[config.mk]
export PLATFORM = sky130hd
export DESIGN_NAME = dmairq_ctrl
export DESIGN_NICKNAME = d
export VERILOG_FILES = /design/src/rtl/dmairq_pkg.sv /design/src/rtl/dmairq_done_sync.sv /design/src/rtl/dmairq_cfg_reg.sv /design/src/rtl/dmairq_pend_flag.sv /design/src/rtl/dmairq_ctrl.sv
export SDC_FILE = /design/constraint.sdc
export NUM_CORES = 1
export LEC_CHECK = 0
export BUFFER_PORTS_ARGS = -buffer_cell sky130_fd_sc_hd__clkbuf_2
export CAP_MARGIN = 0
export CORE_AREA = 4 4 41 43
export CTS_CLUSTER_SIZE = 10
export DETAILED_ROUTE_END_ITERATION = 8
export DIE_AREA = 0 0 45 47
export GPL_TIMING_DRIVEN = 0
export HOLD_SLACK_MARGIN = 0.02
export SETUP_SLACK_MARGIN = 0.02
export SYNTH_ARGS = -nofsm -noshare
export SYNTH_HDL_FRONTEND = slang
export SYNTH_HIERARCHICAL = 1
export SYNTH_SLANG_ARGS = --single-unit
[constraint.sdc]
create_clock -name clk -period 1.6 [get_ports clk]
set_input_delay 0.24 -clock clk [delete_from_list [all_inputs] [get_ports clk]]
set_output_delay 0.24 -clock clk [all_outputs]
set_load 0.01 [all_outputs]
[src/rtl/dmairq_pkg.sv]
package dmairq_pkg;
   // Next-state decision for the pending flag, in priority order.
   typedef enum logic [1:0] {
      PEND_HOLD = 2'd0,
      PEND_SET  = 2'd1,
      PEND_CLR  = 2'd2
   } pend_op_e;

   function automatic pend_op_e pend_decide(input logic rise,
                                            input logic en,
                                            input logic w1c);
      if (rise)
         return PEND_SET;
      else if (!en || w1c)
         return PEND_CLR;
      else
         return PEND_HOLD;
   endfunction
endpackage

[src/rtl/dmairq_done_sync.sv]
module dmairq_done_sync #(
   parameter int STAGES = 0
) (
   input  logic clk,
   input  logic rst_n,
   input  logic d_in,
   output logic d_out
);
   if (STAGES < 0 || STAGES > 4) begin : g_bad_stages
      $error("dmairq_done_sync: STAGES must be 0..4");
   end

   if (STAGES == 0) begin : g_bypass
      assign d_out = d_in;
   end else begin : g_chain
      logic [STAGES-1:0] sr_q;
      always_ff @(posedge clk or negedge rst_n) begin
         if (!rst_n)
            sr_q <= '0;
         else if (STAGES == 1)
            sr_q[0] <= d_in;
         else
            sr_q <= {sr_q[STAGES-2:0], d_in};
      end
      assign d_out = sr_q[STAGES-1];
   end
endmodule

[src/rtl/dmairq_cfg_reg.sv]
module dmairq_cfg_reg #(
   parameter int DATA_W  = 8,
   parameter int LEVEL_W = 3,
   parameter int EN_POS  = 3
) (
   input  logic               clk,
   input  logic               rst_n,
   input  logic               wr_en,
   input  logic [DATA_W-1:0]  wr_data,
   output logic [LEVEL_W-1:0] level,
   output logic               enable
);
   always_ff @(posedge clk or negedge rst_n) begin
      if (!rst_n) begin
         level  <= '0;
         enable <= 1'b0;
      end else if (wr_en) begin
         level  <= wr_data[LEVEL_W-1:0];
         enable <= wr_data[EN_POS];
      end
   end
endmodule

[src/rtl/dmairq_pend_flag.sv]
module dmairq_pend_flag
   import dmairq_pkg::*;
(
   input  logic clk,
   input  logic rst_n,
   input  logic enable,
   input  logic done,
   input  logic w1c,
   output logic pend
);
   logic     cond;
   logic     cond_q;
   logic     rise;
   pend_op_e op;

   assign cond = enable & done;
   assign rise = cond & ~cond_q;
   assign op   = pend_decide(rise, enable, w1c);

   always_ff @(posedge clk or negedge rst_n) begin
      if (!rst_n) begin
         cond_q <= 1'b0;
         pend   <= 1'b0;
      end else begin
         cond_q <= cond;
         case (op)
            PEND_SET: pend <= 1'b1;
            PEND_CLR: pend <= 1'b0;
            default:  pend <= pend;
         endcase
      end
   end
endmodule

[src/rtl/dmairq_ctrl.sv]
module dmairq_ctrl #(
   parameter int DATA_W    = 8,
   parameter int LEVEL_W   = 3,
   parameter int EN_POS    = 3,
   parameter int PEND_POS  = 7,
   parameter int DONE_SYNC = 0
) (
   input  logic               clk,
   input  logic               rst_n,
   input  logic               wr_en,
   input  logic [DATA_W-1:0]  wr_data,
   output logic [DATA_W-1:0]  rd_data,
   input  logic               dma_done,
   output logic               irq_req,
   output logic [LEVEL_W-1:0] irq_level
);
   localparam int GAP_LO = EN_POS + 1;

   if (LEVEL_W < 1 || LEVEL_W > EN_POS) begin : g_bad_level
      $error("dmairq_ctrl: level field must fit below the enable bit");
   end
   if (PEND_POS <= EN_POS || PEND_POS >= DATA_W) begin : g_bad_pend
      $error("dmairq_ctrl: pending bit must sit above enable inside the word");
   end

   logic [LEVEL_W-1:0] level;
   logic               enable;
   logic               done_s;
   logic               pend;

   dmairq_cfg_reg #(.DATA_W(DATA_W), .LEVEL_W(LEVEL_W), .EN_POS(EN_POS)) i_cfg (
      .clk(clk), .rst_n(rst_n), .wr_en(wr_en), .wr_data(wr_data),
      .level(level), .enable(enable)
   );

   dmairq_done_sync #(.STAGES(DONE_SYNC)) i_sync (
      .clk(clk), .rst_n(rst_n), .d_in(dma_done), .d_out(done_s)
   );

   dmairq_pend_flag i_pend (
      .clk(clk), .rst_n(rst_n), .enable(enable), .done(done_s),
      .w1c(wr_en & wr_data[PEND_POS]), .pend(pend)
   );

   always_comb begin
      rd_data                  = '0;
      rd_data[LEVEL_W-1:0]     = level;
      rd_data[EN_POS]          = enable;
      rd_data[PEND_POS]        = pend;
   end

   assign irq_req   = pend & (level != '0);
   assign irq_level = irq_req ? level : '0;
endmodule

==> run metrics, run 1 <==
outcome finished clean; pwr/cell area 909 nW/um2; aggregate global-route resource usage 0.0645; internal power of the cells 0.305 mW; number of global-route vias before repair 208; pin count of the biggest net entering global routing 7; antenna cells 0; total number of H-tree levels 1; vertical extent of the die 47 um; data arrival at the endpoint of the critical path 1.05 ns; reg2reg setup slack 0.82 ns; number of setup buffers added after CTS 0; HP Class primary input to flip-flop; CP Capture Type output pin; hold path cells 2; buffer cell driving the clock tree root sky130_fd_sc_hd__clkbuf_4; area enclosed by the die boundary 2120 um2; commonest cells after routing, fill and taps aside sky130_fd_sc_hd__clkbuf_2 (16), sky130_fd_sc_hd__buf_4 (6), sky130_fd_sc_hd__dfrtp_1 (6), sky130_fd_sc_hd__and2_1 (4), sky130_fd_sc_hd__mux2_2 (4); CTS tree yes; Worst VDD drop 0.487 mV; CTS sink cnt 6; Reg2Reg Launch Point i_cfg/level[2]; Data required, critical path 1.36 ns; Final Power 0.407 mW; count of synthesis-stage warnings from yosys 6; clock network latency to the later pin of the worst-skew pair 0.24 ns; first-pass GRT wire length 876 um; Routed Wire Length 596 um; total stage count of the critical path 2; type of the worst setup path flip-flop to output pin; switching part of the total 0.250; buffers added on ports 16; DRT Pass-1 Iters 4; RSZ-0062 raised after global routing false; routed length per placed instance 9.46 um; final critical delay including setup and external delays 1.29 ns; highest attainable clock frequency 0.773 GHz; total number of vias 244; Seq/Total Area, Yosys 0.486; Starting DRT DRC Count 1; count of standard-cell rows 13; clock transition at the registers of the reported paths 0.04 ns; total congestion overflow 0; highest fanout seen on the critical path 4; launch instance of the worst min-delay path wr_data[0]; leakage power summed over all cells 0.240 nW; startpoint types flip-flop; share of post-route cells with drive strength above 1 0.646; Core Region 1300 um2; most common cell after layout, fill and taps aside sky130_fd_sc_hd__clkbuf_2; total negative slack for setup checks 0 ns; number of cells upsized or downsized after cts 0; Post-Syn Area 309 um2; antenna violations before repair 0; clock network fraction of total power 0.332; library cell with the largest summed area after synthesis sky130_fd_sc_hd__dfrtp_1; flip-flop and latch count after synthesis 6; Reg power frac 0.444; average via count per standard cell 3.87; finished layout cell area 448 um2; number of failing setup endpoints in the final timing report 0; count of cell types in the netlist 9; Crit Reg-Reg Endpoint i_cfg/level[2]; hold slack 0.232 ns; gate count after technology mapping 26; worst reg-to-reg path cell count 1; number of violations of the max-capacitance limit 0; final-report max-slew violation count 0; effective utilization at floorplan 0.237; number of hold violations in the final report 0; setup skew after layout 0.00124 ns; fraction of power consumed by combinational cells 0.224; share of Yosys cell area claimed by the top area cell type 0.486; crit-path leading delay family flip-flops; cell types occupying the most area after synthesis sky130_fd_sc_hd__dfrtp_1 (49%), sky130_fd_sc_hd__buf_4 (15%), sky130_fd_sc_hd__mux2_2 (15%), sky130_fd_sc_hd__and2_1 (8.1%), sky130_fd_sc_hd__nand2b_1 (4.0%); die width 45 um; post-cts hold buffer count 1; destination of the worst hold path i_cfg/level[0]; clock tree buffer depth 2; number of top-level pins 24; DRC Markers 0; area after detailed placement 415 um2; placer congestion estimate 0.580; worst path cell trace o31a_1 > clkbuf_2; critical path buffer and inverter count 1; count of nets left with antenna violations after detail routing 0; Final period util 0.809; count of nets after finishing 62; synthesized area per cell 11.9 um2; net switching component of the power 0.102 mW; delay contributed by the slowest stage of the critical path 0.39 ns; number of buffers created by CTS 3; area growth from synthesis to final layout 44.9%; slowest CP cell sky130_fd_sc_hd__dfrtp_1
[layout make-up]
| type | count | area, um2 |
|---|---|---|
| clock buffer | 3 | 22.5 |
| tap | 15 | 18.8 |
| multi-input combinational | 16 | 121 |
| timing repair buffer | 17 | 90.1 |
| buffer | 6 | 45.0 |
| fill | 145 | 853 |
| sequential | 6 | 150 |
[stage by stage]
step / setup slack [ns] / util / instances
floorplan: 0.616 / - / 28
global placement: 0.559 / 0.319 / 59
detailed placement: 0.547 / 0.319 / 59
CTS: 0.281 / 0.344 / 63
global route: 0.248 / 0.344 / 63
finish: 0.306 / 0.344 / 63
[cell families (layout without fill, tap and decap cells)]
group                  count (synthesis)  in the layout  synth area share
other                                  1              3            0.0121
buffers and inverters                  6             26             0.146
DFF                                    6              6             0.486
and+or+nand+nor                        7              7             0.146
muxes                                  4              4             0.146
AOI/OAI and AO/OA                      2              2            0.0648
[how the worst max path moves through the flow]
stage / slack, ns / startpoint / end
global placement: 0.56 / i_cfg/level[0] / irq_req
floorplan: 0.62 / i_cfg/level[0] / irq_req
CTS: 0.28 / i_cfg/level[0] / irq_req
finish: 0.31 / i_cfg/level[0] / irq_req
global route: 0.25 / i_cfg/level[0] / irq_req
detailed placement: 0.55 / i_cfg/level[0] / irq_req
[state kept, by name, summed over array words and instances (netlist names)]
name,flops
i_cfg/level,3
i_cfg/enable,1
i_pend/cond_q,1
i_pend/pend,1
[per-layer routing]
layer	routed length, um	up-vias	global-route usage
met1	247	101	0.0651
met3	83	4	0.0460
met5	0	-	0
met2	246	17	0.0819
li1	-	122	-
met4	19	0	0.0702
[Yosys cell counts]
master                     count
sky130_fd_sc_hd__buf_4         6
sky130_fd_sc_hd__o31a_1        1
sky130_fd_sc_hd__dfrtp_1       6
sky130_fd_sc_hd__nand2b_1      2
sky130_fd_sc_hd__a21boi_2      1
sky130_fd_sc_hd__conb_1        1
sky130_fd_sc_hd__and2_1        4
sky130_fd_sc_hd__mux2_2        4
sky130_fd_sc_hd__and2_2        1
[power groups by stage]
stage                     registers (mW)  clock network [mW]  logic, mW
after floorplan                    0.183                   0     0.0517
after detailed placement           0.184                   0     0.0906
after global routing               0.183               0.157     0.0993
after global placement             0.183                   0     0.0901
final                              0.181               0.135     0.0912
after CTS                          0.182               0.143     0.0929
Power figures use the tool's default switching activity.
==> inputs of run 2 (changes only) <==
Clock period 1.6 ns to 1.15 ns, I/O delays scaled along.
==> run 2 against run 1 <==
The run now ends with negative setup slack left. Critical path depth unchanged. Sequential share of layout area decreased by 2.1 points. Sequential power increased by 38%. Critical endpoint unchanged. Critical path type unchanged. Setup slack got worse by 0.36 ns. Cell count increased by 4.8%. Count of clock-buffer cells in the layout unchanged. Core utilization increased by 2.6 points. Total power increased by 45%. Highest routed layer unchanged. Wire length increased by 0.17%.
==> run metrics, run 2 (same netlist as run 1, synthesis figures left out) <==
Routed Wire Length 597 um (was 596 um); setup skew after layout 0.000668 ns (was 0.00124 ns); pin count of the biggest net entering global routing 7 (unchanged); final critical delay including setup and external delays 1.20 ns; die width 45 um (unchanged); Data required, critical path 0.98 ns (was 1.36 ns); final-report max-slew violation count 0 (unchanged); data arrival at the endpoint of the critical path 1.03 ns (was 1.05 ns); leakage power summed over all cells 0.256 nW (was 0.240 nW); total congestion overflow 0 (unchanged); area enclosed by the die boundary 2120 um2 (unchanged); met3 routed wirelength 81 um (was 83 um); reg2reg setup slack 0.27 ns (was 0.82 ns); number of top-level pins 24 (unchanged); number of buffers created by CTS 3 (unchanged); worst path cell trace o31a_1 > clkbuf_2 (unchanged); clock tree buffer depth 2 (unchanged); clock network latency to the later pin of the worst-skew pair 0.24 ns (about the same); CP Capture Type output pin (unchanged); CTS sink cnt 6 (unchanged); count of nets after finishing 65 (was 62); DRT Pass-1 Iters 4 (unchanged); slowest CP cell sky130_fd_sc_hd__dfrtp_1 (unchanged); count of standard-cell rows 13 (unchanged); vertical extent of the die 47 um (unchanged); count of nets left with antenna violations after detail routing 0 (unchanged); first-pass GRT wire length 876 um (unchanged); top layer reached by signal wires met4 (unchanged); clock transition at the registers of the reported paths 0.04 ns (about the same); pwr/cell area 1230 nW/um2 (was 909 nW/um2); buffer cell driving the clock tree root sky130_fd_sc_hd__clkbuf_4 (unchanged); placed insts 59 (unchanged); startpoint types flip-flop (unchanged); PnR worst setup slack -0.0515 ns (was 0.306 ns); Starting DRT DRC Count 1 (unchanged); hold slack 0.166 ns (was 0.232 ns); number of violations of the max-capacitance limit 0 (unchanged); aggregate global-route resource usage 0.0645 (unchanged); number of failing setup endpoints in the final timing report 3 (was 0); share of post-route cells with drive strength above 1 0.686 (was 0.646); Core Region 1300 um2 (unchanged); outcome complete, but fails checks (was finished clean); DRC Markers 0 (unchanged); area growth from synthesis to final layout 55.9% (was 44.9%); routed length per placed instance 9.05 um (was 9.46 um); number of hold violations in the final report 0 (unchanged); number of global-route vias before repair 214 (was 208); register with the most flip-flops i_cfg/level (unchanged); CTS tree yes (unchanged); effective utilization at floorplan 0.237 (unchanged); commonest cells after routing, fill and taps aside sky130_fd_sc_hd__clkbuf_2 (15), sky130_fd_sc_hd__buf_4 (8), sky130_fd_sc_hd__dfrtp_1 (5), sky130_fd_sc_hd__and2_1 (4), sky130_fd_sc_hd__mux2_2 (4) (was sky130_fd_sc_hd__clkbuf_2 (16), sky130_fd_sc_hd__buf_4 (6), sky130_fd_sc_hd__dfrtp_1 (6), sky130_fd_sc_hd__and2_1 (4), sky130_fd_sc_hd__mux2_2 (4)); highest attainable clock frequency 0.832 GHz; delay contributed by the slowest stage of the critical path 0.37 ns (was 0.39 ns); Final period util 1.04; total number of H-tree levels 1 (unchanged); antenna violations before repair 0 (unchanged); Final Power 0.591 mW (was 0.407 mW); total number of vias 250 (was 244); metal2 WL 251 um (was 246 um); violations in the final reports negative setup slack; placer congestion estimate 0.580 (unchanged); HP Class primary input to flip-flop (unchanged); crit-path leading delay family flip-flops (unchanged); critical path buffer and inverter count 1 (unchanged); average via count per standard cell 3.79 (was 3.87); routed length on met1 245 um (was 247 um); RSZ-0062 raised after global routing true (was false); most common cell after layout, fill and taps aside sky130_fd_sc_hd__clkbuf_2 (unchanged); buffers added on ports 16 (unchanged); number of cells in the finished layout apart from fillers 66 (was 63); highest fanout seen on the critical path 2 (was 4); type of the worst setup path flip-flop to output pin (unchanged); flip-flop count of the largest register, all copies and words added 3 (unchanged); count of filler cells inserted in the layout 144 (was 145); antenna cells 0 (unchanged); Worst VDD drop 0.716 mV (was 0.487 mV)
-- run 2: changes by cell type in the layout (fill, tap and decap cells not counted), sizes merged --
cell / change
clkbuf: -1
buf: +4
-- run 2: power by group --
| part | leakage (nW) | internal (mW) | total (mW) | switching (mW) |
|---|---|---|---|---|
| Combinational | 0.171 | 0.0938 | 0.153 | 0.0592 |
| Clock | 0.0138 | 0.118 | 0.188 | 0.0703 |
| Sequential | 0.0713 | 0.233 | 0.250 | 0.0165 |
-- run 2: final cells by class --
cell class / instances / area (um2) / area share
buffer: 6 / 48.8 / 0.101
sequential: 6 / 151 / 0.314
timing repair buffer: 20 / 119 / 0.247
tap: 15 / 18.8 / 0.0390
multi-input combinational: 16 / 121 / 0.252
clock buffer: 3 / 22.5 / 0.0468
-- run 2: final timing paths --
| check | startpoint | to | cells after the start |
|---|---|---|---|
| worst max-delay path | i_cfg/level[1] | irq_req | 2 |
| worst min-delay path | wr_data[1] | i_cfg/level[1] | 2 |
| worst max register to register | i_cfg/level[0] | i_cfg/level[0] | 2 |
| worst min register to register | i_pend/cond_q | i_pend/pend | 2 |
| max in group asynchronous | rst_n | i_pend/pend | 2 |
| min in group asynchronous | rst_n | i_cfg/level[0] | 2 |
-- run 2: per-stage QoR --
step	setup slack [ns]	cell area (um2)	TNS, ns	util
4_1_cts	-0.0625	470	-0.111	0.362
3_5_place_dp	0.165	415	0	0.319
3_3_place_gp	0.177	415	0	0.319
2_1_floorplan	0.233	317	0	-
6_report	-0.0515	482	-0.0749	0.370
5_1_grt	-0.0903	482	-0.211	0.370
-- run 2: repair_timing --
action	CTS	global route
resized for setup	0	4
endpoints found under the setup margin	3	5
buffers inserted	3	0
endpoints found under the hold margin	6	0
pin swaps	1	0
hold buffers	1	0
-- run 2: routing by layer --
metal,global-route usage,up-vias
li1,-,127
met1,0.0651,102
met2,0.0819,17
met3,0.0460,4
met4,0.0702,0
met5,0,-
